File: src/rtl/oneshot_timer.sv
module oneshot_timer #(
  parameter int CNT_W = 16
) (
  input  logic             clk,
  input  logic             rst_n,
  input  logic             load_i,
  input  logic [CNT_W-1:0] load_val_i,
  input  logic             start_i,
  input  logic             stop_i,
  output logic             expire_o,
  output logic             running_o,
  output logic [1:0]       state_o
);
  localparam logic [1:0] ST_IDLE  = 2'd0;
  localparam logic [1:0] ST_READY = 2'd1;
  localparam logic [1:0] ST_RUN   = 2'd2;
  localparam logic [CNT_W-1:0] ONE = CNT_W'(1);

  logic [1:0]       st_q;
  logic [CNT_W-1:0] cnt_q;
  logic             exp_q;

  wire             last_w   = (cnt_q == ONE);
  wire [CNT_W-1:0] ld_val_w = (load_val_i == '0) ? ONE : load_val_i;

  always_ff @(posedge clk) begin
    if (!rst_n) begin
      st_q  <= ST_IDLE;
      cnt_q <= '0;
      exp_q <= 1'b0;
    end else begin
      exp_q <= 1'b0;
      case (st_q)
        ST_IDLE: begin
          if (load_i) begin
            cnt_q <= ld_val_w;
            st_q  <= ST_READY;
          end
        end
        ST_READY: begin
          if (start_i)     st_q  <= ST_RUN;
          else if (load_i) cnt_q <= ld_val_w;
        end
        ST_RUN: begin
          if (stop_i) begin
            st_q <= ST_IDLE;
          end else if (last_w) begin
            st_q  <= ST_IDLE;
            exp_q <= 1'b1;
          end else begin
            cnt_q <= cnt_q - ONE;
          end
        end
        default: st_q <= ST_IDLE;
      endcase
    end
  end

  assign expire_o  = exp_q;
  assign running_o = (st_q == ST_RUN);
  assign state_o   = st_q;
endmodule

File: config.mk
export PLATFORM = sky130hd
export DESIGN_NAME = oneshot_timer
export DESIGN_NICKNAME = d
export VERILOG_FILES = /design/src/rtl/oneshot_timer.sv
export SDC_FILE = /design/constraint.sdc
export NUM_CORES = 1
export LEC_CHECK = 0
export BUFFER_PORTS_ARGS = -buffer_cell sky130_fd_sc_hd__buf_2
export CAP_MARGIN = 20
export CORE_MARGIN = 2
export CORE_UTILIZATION = 40
export CTS_CLUSTER_SIZE = 10
export DETAILED_ROUTE_END_ITERATION = 12
export GPL_ROUTABILITY_DRIVEN = 0
export SETUP_SLACK_MARGIN = 0.02
export SYNTH_ARGS = -nofsm -noshare
export SYNTH_HDL_FRONTEND = slang
export SYNTH_SLANG_ARGS = --single-unit
File: constraint.sdc
create_clock -name clk -period 2 [get_ports clk]
set_input_delay 0.3 -clock clk [delete_from_list [all_inputs] [get_ports clk]]
set_output_delay 0.3 -clock clk [all_outputs]
set_load 0.05 [all_outputs]
==> flow_summary.json, run 1 <==
{
  "drt-initial-drc-count": 82,
  "antenna_found_initial": 0,
  "synth_mux_area_share_pct": 0.773,
  "clkPwrFrac_pct": 21.7,
  "cp-end-kind": "output port",
  "die-height_um": 60.9,
  "syn2layout_area_growth_pct": 15.8,
  "dp_hpwl_mm": 2.56,
  "wl_per_cell_um": 14.2,
  "cts_buffer_depth": 2,
  "grt.total_usage_pct": 20.8,
  "yosys_warnings": 0,
  "netlist-cell-type-count": 44,
  "detail-route-antenna-nets": 0,
  "hold_path.class": "primary input to flop",
  "synthTopCellsByArea": "dfxtp_1, nand2_1, a21oi_1, nor2_1, nor4_1",
  "rr_worst_depth": 6,
  "synth_edf_count": 0,
  "synth_fa_ha_area_share_pct": 1.93,
  "ys_seq_elements": 19,
  "grt_pass1_wl_mm": 5.82,
  "synth_top_area_share_pct": 29.4,
  "finalSetupViolations": 0,
  "drive_above_1_share_pct": 25.0,
  "async_flop_share_pct": 0,
  "startpoint_type": "flop",
  "synth_area_um2": 1290,
  "arrival_ns": 1.53,
  "root_buffer": "clkbuf_4",
  "swShare_pct": 36.9,
  "initial_core_util_pct": 42.1,
  "cts_tree": "yes",
  "synth_top_family_by_area": "simple AND/OR/NAND/NOR gates",
  "yosysTopAreaCell": "dfxtp_1",
  "syn_area_per_cell_um2": 7.49,
  "reg2reg_slack_ns": 0.18,
  "design.core.area_um2": 3080,
  "p_total_mw": 0.949,
  "status": "complete, no violations",
  "comb_power_share_pct": 31.6,
  "viasPerCell": 5.76,
  "crit_end": "running_o",
  "routed_wl_mm": 3.48,
  "vias": 1406,
  "fin_skew_ns": 0.00731,
  "overflow": 0,
  "synth_xor_area_share_pct": 0,
  "synth_most_common_cell": "nand2_1",
  "fmax_ghz": 0.548,
  "syn_inst": 173,
  "n_antenna_cell": 0,
  "p_leak_nw": 0.602,
  "worstSkewPairLatency_ns": 0.30,
  "rows": 20,
  "synth_nets": 196,
  "htree_levels": 1,
  "clock_sinks": 19,
  "r2r-end": "cnt_q[0]$_SDFFE_PN0P_",
  "clkTransAtPathRegs_ns": 0.12,
  "ir_drop_v": 0.000220,
  "finalNetCount": 224,
  "relSlewSlack_pct": 58.9,
  "fin_tns_setup_ns": 0,
  "synth_compound_area_share_pct": 29.9,
  "crit_start": "state_o[0]$_SDFFE_PN0P_",
  "die_w_um": 60.9,
  "crit_path_max_fanout": 10,
  "synth_commonest_cells": "nand2_1, dfxtp_1, a21oi_1",
  "crit-reg2reg-launch": "cnt_q[9]$_SDFFE_PN0P_",
  "io_pins": 25,
  "p_per_area_nw_per_um2": 632,
  "critical_path_required_ns": 1.70,
  "path_class": "flop to output port",
  "dieArea_um2": 3710,
  "p_switching_mw": 0.350,
  "grt_max_degree": 18,
  "dr.pass1.iters": 4,
  "numPortBuffers": 24,
  "cts_buffers": 3,
  "fin_crit_sh_pct": 91.3,
  "slew_violations": 0,
  "synth_ff_type": "dfxtp_1",
  "worstMarginPinSlew_ns": 0.616,
  "drcViolationCount": 0,
  "min_period_ns": 1.83,
  "ys_seq_area_share_pct": 29.4,
  "maxCapViolCount": 0,
  "rsz0062_at_grt": "no",
  "p_int_mw": 0.598,
  "pwr-share-seq_pct": 46.8,
  "hold_violations": 0,
  "synth-simple-area-share_pct": 30.7,
  "first_global_vias": 1246
}
cell usage in the layout (no fill, tap or decap), types with 4 or more instances in the layout:
| cell | instances |
|---|---|
| a21oi_2 | 4 |
| nor2_1 | 15 |
| nor4_1 | 8 |
| buf_2 | 24 |
| buf_4 | 10 |
| inv_1 | 4 |
| nand3_1 | 5 |
| a31oi_1 | 5 |
| o21ai_0 | 5 |
| dfxtp_1 | 18 |
| nor3_1 | 4 |
| a21o_1 | 5 |
| a21oi_1 | 16 |
| nand2_1 | 24 |
| or3_1 | 4 |
worst min path at each step:
stage / startpoint / end / slack, ns / cells after the start
global route: stop_i / expire_o$_SDFF_PP0_ / 0.14 / 2
finish: stop_i / expire_o$_SDFF_PP0_ / 0.15 / 2
floorplan: stop_i / expire_o$_SDFF_PP0_ / 0.38 / 1
global placement: stop_i / expire_o$_SDFF_PP0_ / 0.49 / 2
CTS: stop_i / expire_o$_SDFF_PP0_ / 0.15 / 2
detailed placement: stop_i / expire_o$_SDFF_PP0_ / 0.48 / 2
state kept, by name, summed over array words and instances (netlist names):
register / count
state_o: 2
expire_o: 1
cnt_q: 16
critical path, stage by stage, from the launching register on:
cell and delay, ns:
dfxtp_1 0.42, nand2b_1 0.27, clkinvlp_4 0.26, buf_2 0.27
power by group through the flow:
| stage | sequential (mW) | clock, mW | combinational, mW |
|---|---|---|---|
| 2_1_floorplan | 0.450 | 0 | 0.214 |
| 3_3_place_gp | 0.450 | 0 | 0.290 |
| 3_5_place_dp | 0.452 | 0 | 0.289 |
| 4_1_cts | 0.443 | 0.209 | 0.291 |
| 5_1_grt | 0.450 | 0.233 | 0.332 |
| 6_report | 0.444 | 0.206 | 0.299 |
per-stage QoR:
| step | hold WS, ns | area, µm² | instances | util (%) | worst slack, ns |
|---|---|---|---|---|---|
| 2_1_floorplan | 0.379 | 1290 | 173 | - | 0.0781 |
| 6_report | 0.151 | 1500 | 244 | 48.7 | 0.174 |
| 3_5_place_dp | 0.482 | 1440 | 236 | 46.7 | 0.0936 |
| 4_1_cts | 0.153 | 1470 | 240 | 47.6 | 0.0229 |
| 5_1_grt | 0.145 | 1500 | 244 | 48.7 | 0.0207 |
| 3_3_place_gp | 0.487 | 1440 | 236 | 46.7 | 0.0933 |
kinds of logic (layout without fill, tap and decap cells):
family                   after synthesis  count (layout)
buffers and inverters                 16              43
AO/OA/AOI/OAI                         58              58
flip-flops                            19              19
AND/OR/NAND/NOR                       77              77
multiplexers                           1               1
adder cells (fa/ha/maj)                2               2
cell type report:
| cell class | instances | area (µm²) |
|---|---|---|
| fill | 341 | 1580 |
| multi-input combinational | 138 | 820 |
| sequential | 19 | 382 |
| timing repair buffer | 34 | 195 |
| tap | 44 | 55.1 |
| clock buffer | 4 | 26.3 |
| inverter | 5 | 22.5 |
per-layer routing:
metal / share of wire, % / GRT usage [%] / up-vias
met3: 7.5 / 2.77 / 9
li1: - / - / 689
met1: 47 / 30.1 / 650
met2: 43 / 31.8 / 58
met5: 0 / 0 / -
met4: 1.7 / 7.14 / 0
what timing repair did:
action                     CTS  global route
hold buffers                 0             0
setup endpoints to repair    0             3
setup buffers                0             4
resized for setup            0             2
Power figures use the tool's default switching activity.
==> run 2: changes to the inputs <==
Settings changed: BUFFER_PORTS_ARGS -buffer_cell sky130_fd_sc_hd__buf_2 to -buffer_cell sky130_fd_sc_hd__buf_4.
Clock period 2 ns to 2.3 ns, I/O delays scaled along.
==> run 2 against run 1 <==
Net effect: total power shrank 12%; critical endpoint is now cnt_q[0]$_SDFFE_PN0P_; first-iteration DRC count grew 38%; die area is the same; largest power group unchanged; register-to-register slack gained 0.19 ns; setup slack gained 0.19 ns; clock power shrank 11%; non-clock buffer count shrank 7; routed wire length shrank 0.12%.
==> flow_summary.json, run 2 (same netlist as run 1, synthesis figures left out) <==
{
  "status": "complete, no violations",
  "first_global_vias": 1211,
  "numPortBuffers": 24,
  "drive_above_1_share_pct": 21.8,
  "p_leak_nw": 0.600,
  "grt_max_degree": 31,
  "fin_crit_sh_pct": 84.1,
  "maxCapViolCount": 0,
  "slew_violations": 0,
  "wl_per_cell_um": 14.6,
  "root_buffer": "clkbuf_4",
  "fin_util_pct": 49.4,
  "final_common_cell": "buf_4",
  "design.core.area_um2": 3080,
  "syn2layout_area_growth_pct": 17.5,
  "rsz0062_at_grt": "no",
  "crit_slowest_cell": "nor4_1",
  "crit_path_max_fanout": 30,
  "antenna_found_initial": 0,
  "clock_sinks": 19,
  "drcViolationCount": 0,
  "final_cell_mix": "buf_4, nand2_1, dfxtp_1, a21oi_1, nor2_1",
  "drt-initial-drc-count": 113,
  "path_class": "flop to flop",
  "finalNetCount": 217,
  "p_per_area_nw_per_um2": 547,
  "preCtsSetupSlack_ns": 0.325,
  "cp-end-kind": "flop",
  "min_period_ns": 1.93,
  "detail-route-antenna-nets": 0,
  "hold_path.class": "primary input to flop",
  "cts_tree": "yes",
  "top_register": "cnt_q",
  "clkTransAtPathRegs_ns": 0.12,
  "dieArea_um2": 3710,
  "fin_tns_setup_ns": 0,
  "grt.total_usage_pct": 20.3,
  "dr.pass1.iters": 4,
  "die-height_um": 60.9,
  "setup_slack_ns": 0.366,
  "cts_buffer_depth": 2,
  "overflow": 0,
  "fmax_ghz": 0.517,
  "worstSkewPairLatency_ns": 0.31,
  "startpoint_type": "flop",
  "finalSetupViolations": 0,
  "relSlewSlack_pct": 58.4,
  "routed_wl_mm": 3.47,
  "viasPerCell": 5.85,
  "io_pins": 25,
  "dpl.cell_count": 233,
  "dp_hpwl_mm": 2.50,
  "hold_violations": 0,
  "grt_pass1_wl_mm": 5.62,
  "path_cells": "nor4_1 -> nand4_1 -> o21bai_2 -> buf_12 -> or3_1 -> a31oi_1",
  "arrival_ns": 2.11,
  "max_stage_delay_ns": 0.47,
  "largest_register_ffs": 16,
  "rows": 20,
  "fill_cells": 333,
  "die_w_um": 60.9,
  "initial_core_util_pct": 42.1,
  "n_antenna_cell": 0,
  "cts_buffers": 3,
  "instances_no_fill": 237,
  "htree_levels": 1,
  "ir_drop_v": 0.000248,
  "worstMarginPinSlew_ns": 0.623,
  "vias": 1386,
  "critical_path_required_ns": 2.48,
  "fin_skew_ns": 0.00508
}
==> run 2: final timing paths <==
check / startpoint / endpoint / slack (ns) / depth (start not counted)
max reg2reg: cnt_q[9]$_SDFFE_PN0P_ / cnt_q[0]$_SDFFE_PN0P_ / 0.37 / 6
max: cnt_q[9]$_SDFFE_PN0P_ / cnt_q[0]$_SDFFE_PN0P_ / 0.37 / 6
min reg2reg: cnt_q[1]$_SDFFE_PN0P_ / cnt_q[1]$_SDFFE_PN0P_ / 0.51 / 2
min: stop_i / expire_o$_SDFF_PP0_ / 0.19 / 2
==> run 2: cell type report <==
class	count	area, µm²	share of cell area (%)
clock buffers	4	26.3	1.73
inverters	5	18.8	1.23
multi-input cells	138	826	54.3
flip-flops and latches	19	380	25.0
well taps	44	55.1	3.62
repair buffers	27	215	14.1
==> run 2: what timing repair did <==
item,4_1_cts,5_1_grt
hold buffers,0,0
setup buffers,0,0
endpoints found under the setup margin,0,2
gates resized for setup,0,1
==> run 2: report_power, final <==
part,leakage (nW),switching (mW),total [mW],internal (mW)
combinational,0.429,0.157,0.264,0.107
clock,0.0150,0.115,0.183,0.0677
sequential,0.156,0.0325,0.385,0.353
total,0.600,0.304,0.832,0.528
==> run 2: worst max-delay path: cells and delay by family, from the launching register on <==
kind	cells	cell delay, ns
and+or+nand+nor	3	0.89
DFF	1	0.38
AOI/OAI and AO/OA	2	0.31
buffers and inverters	1	0.20
==> run 2: per-stage QoR <==
stage,hold slack [ns],instance area (µm²),total power [mW]
6_report,0.194,1520,0.832
5_1_grt,0.171,1520,0.889
4_1_cts,0.191,1520,0.833
3_5_place_dp,0.496,1490,0.652
3_3_place_gp,0.482,1490,0.652
2_1_floorplan,0.424,1290,0.577
==> run 2: metal layers <==
| layer | global-route usage (%) | vias up | routed length, µm |
|---|---|---|---|
| li1 | - | 683 | - |
| met1 | 28.2 | 632 | 1500 |
| met2 | 31.6 | 66 | 1620 |
| met3 | 2.77 | 5 | 313 |
| met4 | 8.07 | 0 | 40 |
| met5 | 0 | - | 0 |
==> run 3: changes to the inputs <==
Clock period 2.3 ns to 2 ns, I/O delays scaled along.
==> run 3 against run 2 <==
Net effect: via count is 3.0% lower; combinational power is 16% higher; sequential share of layout area is 0.26 points lower; setup slack worse by 0.21 ns; cell count is 1.3% higher; register-to-register slack worse by 0.21 ns; non-clock buffer count is 3 higher; clock skew hardly changed; critical path type unchanged; largest cell class unchanged; largest power group unchanged.
==> flow_summary.json, run 3 (same netlist as run 1, synthesis figures left out) <==
{
  "max_stage_delay_ns": 0.49,
  "viasPerCell": 5.60,
  "die_w_um": 60.9,
  "placed_area_um2": 1500,
  "routed_wl_mm": 3.44,
  "cts_setup_buffers": 0,
  "fin_util_pct": 50.0,
  "worstSkewPairLatency_ns": 0.31,
  "cts_buffers": 3,
  "grt_max_degree": 17,
  "cts_tree": "yes",
  "hold_violations": 0,
  "clock_sinks": 19,
  "drt-initial-drc-count": 73,
  "ir_drop_v": 0.000295,
  "grt.total_usage_pct": 20.4,
  "syn2layout_area_growth_pct": 18.7,
  "p_total_mw": 0.953,
  "relSlewSlack_pct": 58.8,
  "grt_pass1_wl_mm": 5.68,
  "cp-end-kind": "flop",
  "antenna_found_initial": 0,
  "finalNetCount": 220,
  "crit_path_max_fanout": 6,
  "largest_register_ffs": 16,
  "initial_core_util_pct": 42.1,
  "fin_tns_setup_ns": 0,
  "min_period_ns": 1.84,
  "top_register": "cnt_q",
  "finalSetupViolations": 0,
  "crit_slowest_cell": "or4b_1",
  "detail-route-antenna-nets": 0,
  "fmax_ghz": 0.542,
  "final_common_cell": "buf_4",
  "dr.pass1.iters": 4,
  "wl_per_cell_um": 14.3,
  "fin_area_um2": 1540,
  "cts_buffer_depth": 2,
  "fin_crit_sh_pct": 92.2,
  "first_global_vias": 1193,
  "io_pins": 25,
  "hold_path.class": "primary input to flop",
  "rows": 20,
  "dieArea_um2": 3710,
  "die-height_um": 60.9,
  "vias": 1344,
  "design.core.area_um2": 3080,
  "maxCapViolCount": 0,
  "numPortBuffers": 24,
  "htree_levels": 1,
  "arrival_ns": 2.02,
  "worstMarginPinSlew_ns": 0.617,
  "whs_ns": 0.154,
  "drcViolationCount": 0,
  "rsz0062_at_grt": "no",
  "p_leak_nw": 0.599,
  "path_cells": "inv_1 -> ha_1 -> or4b_1 -> nor2_2 -> a21oi_1 -> o211ai_1 -> o31ai_1",
  "status": "complete, no violations",
  "startpoint_type": "flop",
  "overflow": 0,
  "dp_hpwl_mm": 2.51,
  "path_class": "flop to flop",
  "critical_path_required_ns": 2.18,
  "clkTransAtPathRegs_ns": 0.11,
  "slew_violations": 0,
  "p_per_area_nw_per_um2": 620,
  "drive_above_1_share_pct": 24.0,
  "fin_skew_ns": 0.00529,
  "n_antenna_cell": 0,
  "final_cell_mix": "buf_4, nand2_1, dfxtp_1, a21oi_1, nor2_1",
  "root_buffer": "clkbuf_4"
}
==> run 3: cell count changes in the layout (fill, tap and decap cells not counted) <==
cell and delta:
nand2b_2 +1, inv_1 -1, buf_12 -1, nand2b_1 -1, buf_4 +4, clkinvlp_4 +1
==> run 3: where the power goes <==
group	switching, mW	total (mW)	internal [mW]
clock	0.125	0.203	0.0779
combinational	0.181	0.306	0.125
sequential	0.0389	0.445	0.406
total	0.345	0.953	0.608
==> run 3: path summary, 6_finish.rpt <==
| kind | from | end | slack, ns | cells after the start |
|---|---|---|---|---|
| max | cnt_q[1]$_SDFFE_PN0P_ | cnt_q[14]$_SDFFE_PN0P_ | 0.16 | 7 |
| min | stop_i | expire_o$_SDFF_PP0_ | 0.15 | 2 |
| max reg2reg | cnt_q[1]$_SDFFE_PN0P_ | cnt_q[14]$_SDFFE_PN0P_ | 0.16 | 7 |
| min reg2reg | cnt_q[1]$_SDFFE_PN0P_ | cnt_q[1]$_SDFFE_PN0P_ | 0.51 | 2 |
==> run 3: layout make-up <==
cell class | count | area (µm²)
Clock buffer | 4 | 26.3
Tap cell | 44 | 55.1
Inverter | 5 | 22.5
Sequential cell | 19 | 380
Multi-Input combinational cell | 138 | 828
Fill cell | 325 | 1540
Timing Repair Buffer | 30 | 225
==> run 3: worst max-delay path: cells and delay by family (launching register included) <==
family	cells	cell delay, ns
buf+inv	1	0.09
fa+ha+maj	1	0.15
compound gates	3	0.38
simple gates	2	0.74
flops	1	0.36
==> run 3: routing by layer <==
| metal | part of all wire [%] | GRT usage [%] | wire length [µm] |
|---|---|---|---|
| met5 | 0 | 0 | 0 |
| met3 | 7.2 | 3.62 | 249 |
| met2 | 44 | 30.4 | 1510 |
| met1 | 48 | 30.1 | 1640 |
| met4 | 0.90 | 5.59 | 31 |
==> run 3: repair_timing <==
action / CTS / global route
endpoints found under the setup margin: 0 / 8
hold buffers: 0 / 0
gates resized for setup: 0 / 3
==> run 3: stage by stage <==
step                cells  setup slack [ns]
floorplan             173            0.0781
CTS                   240            0.0850
detailed placement    236             0.122
global placement      236             0.136
finish                240             0.156
global route          240            0.0225
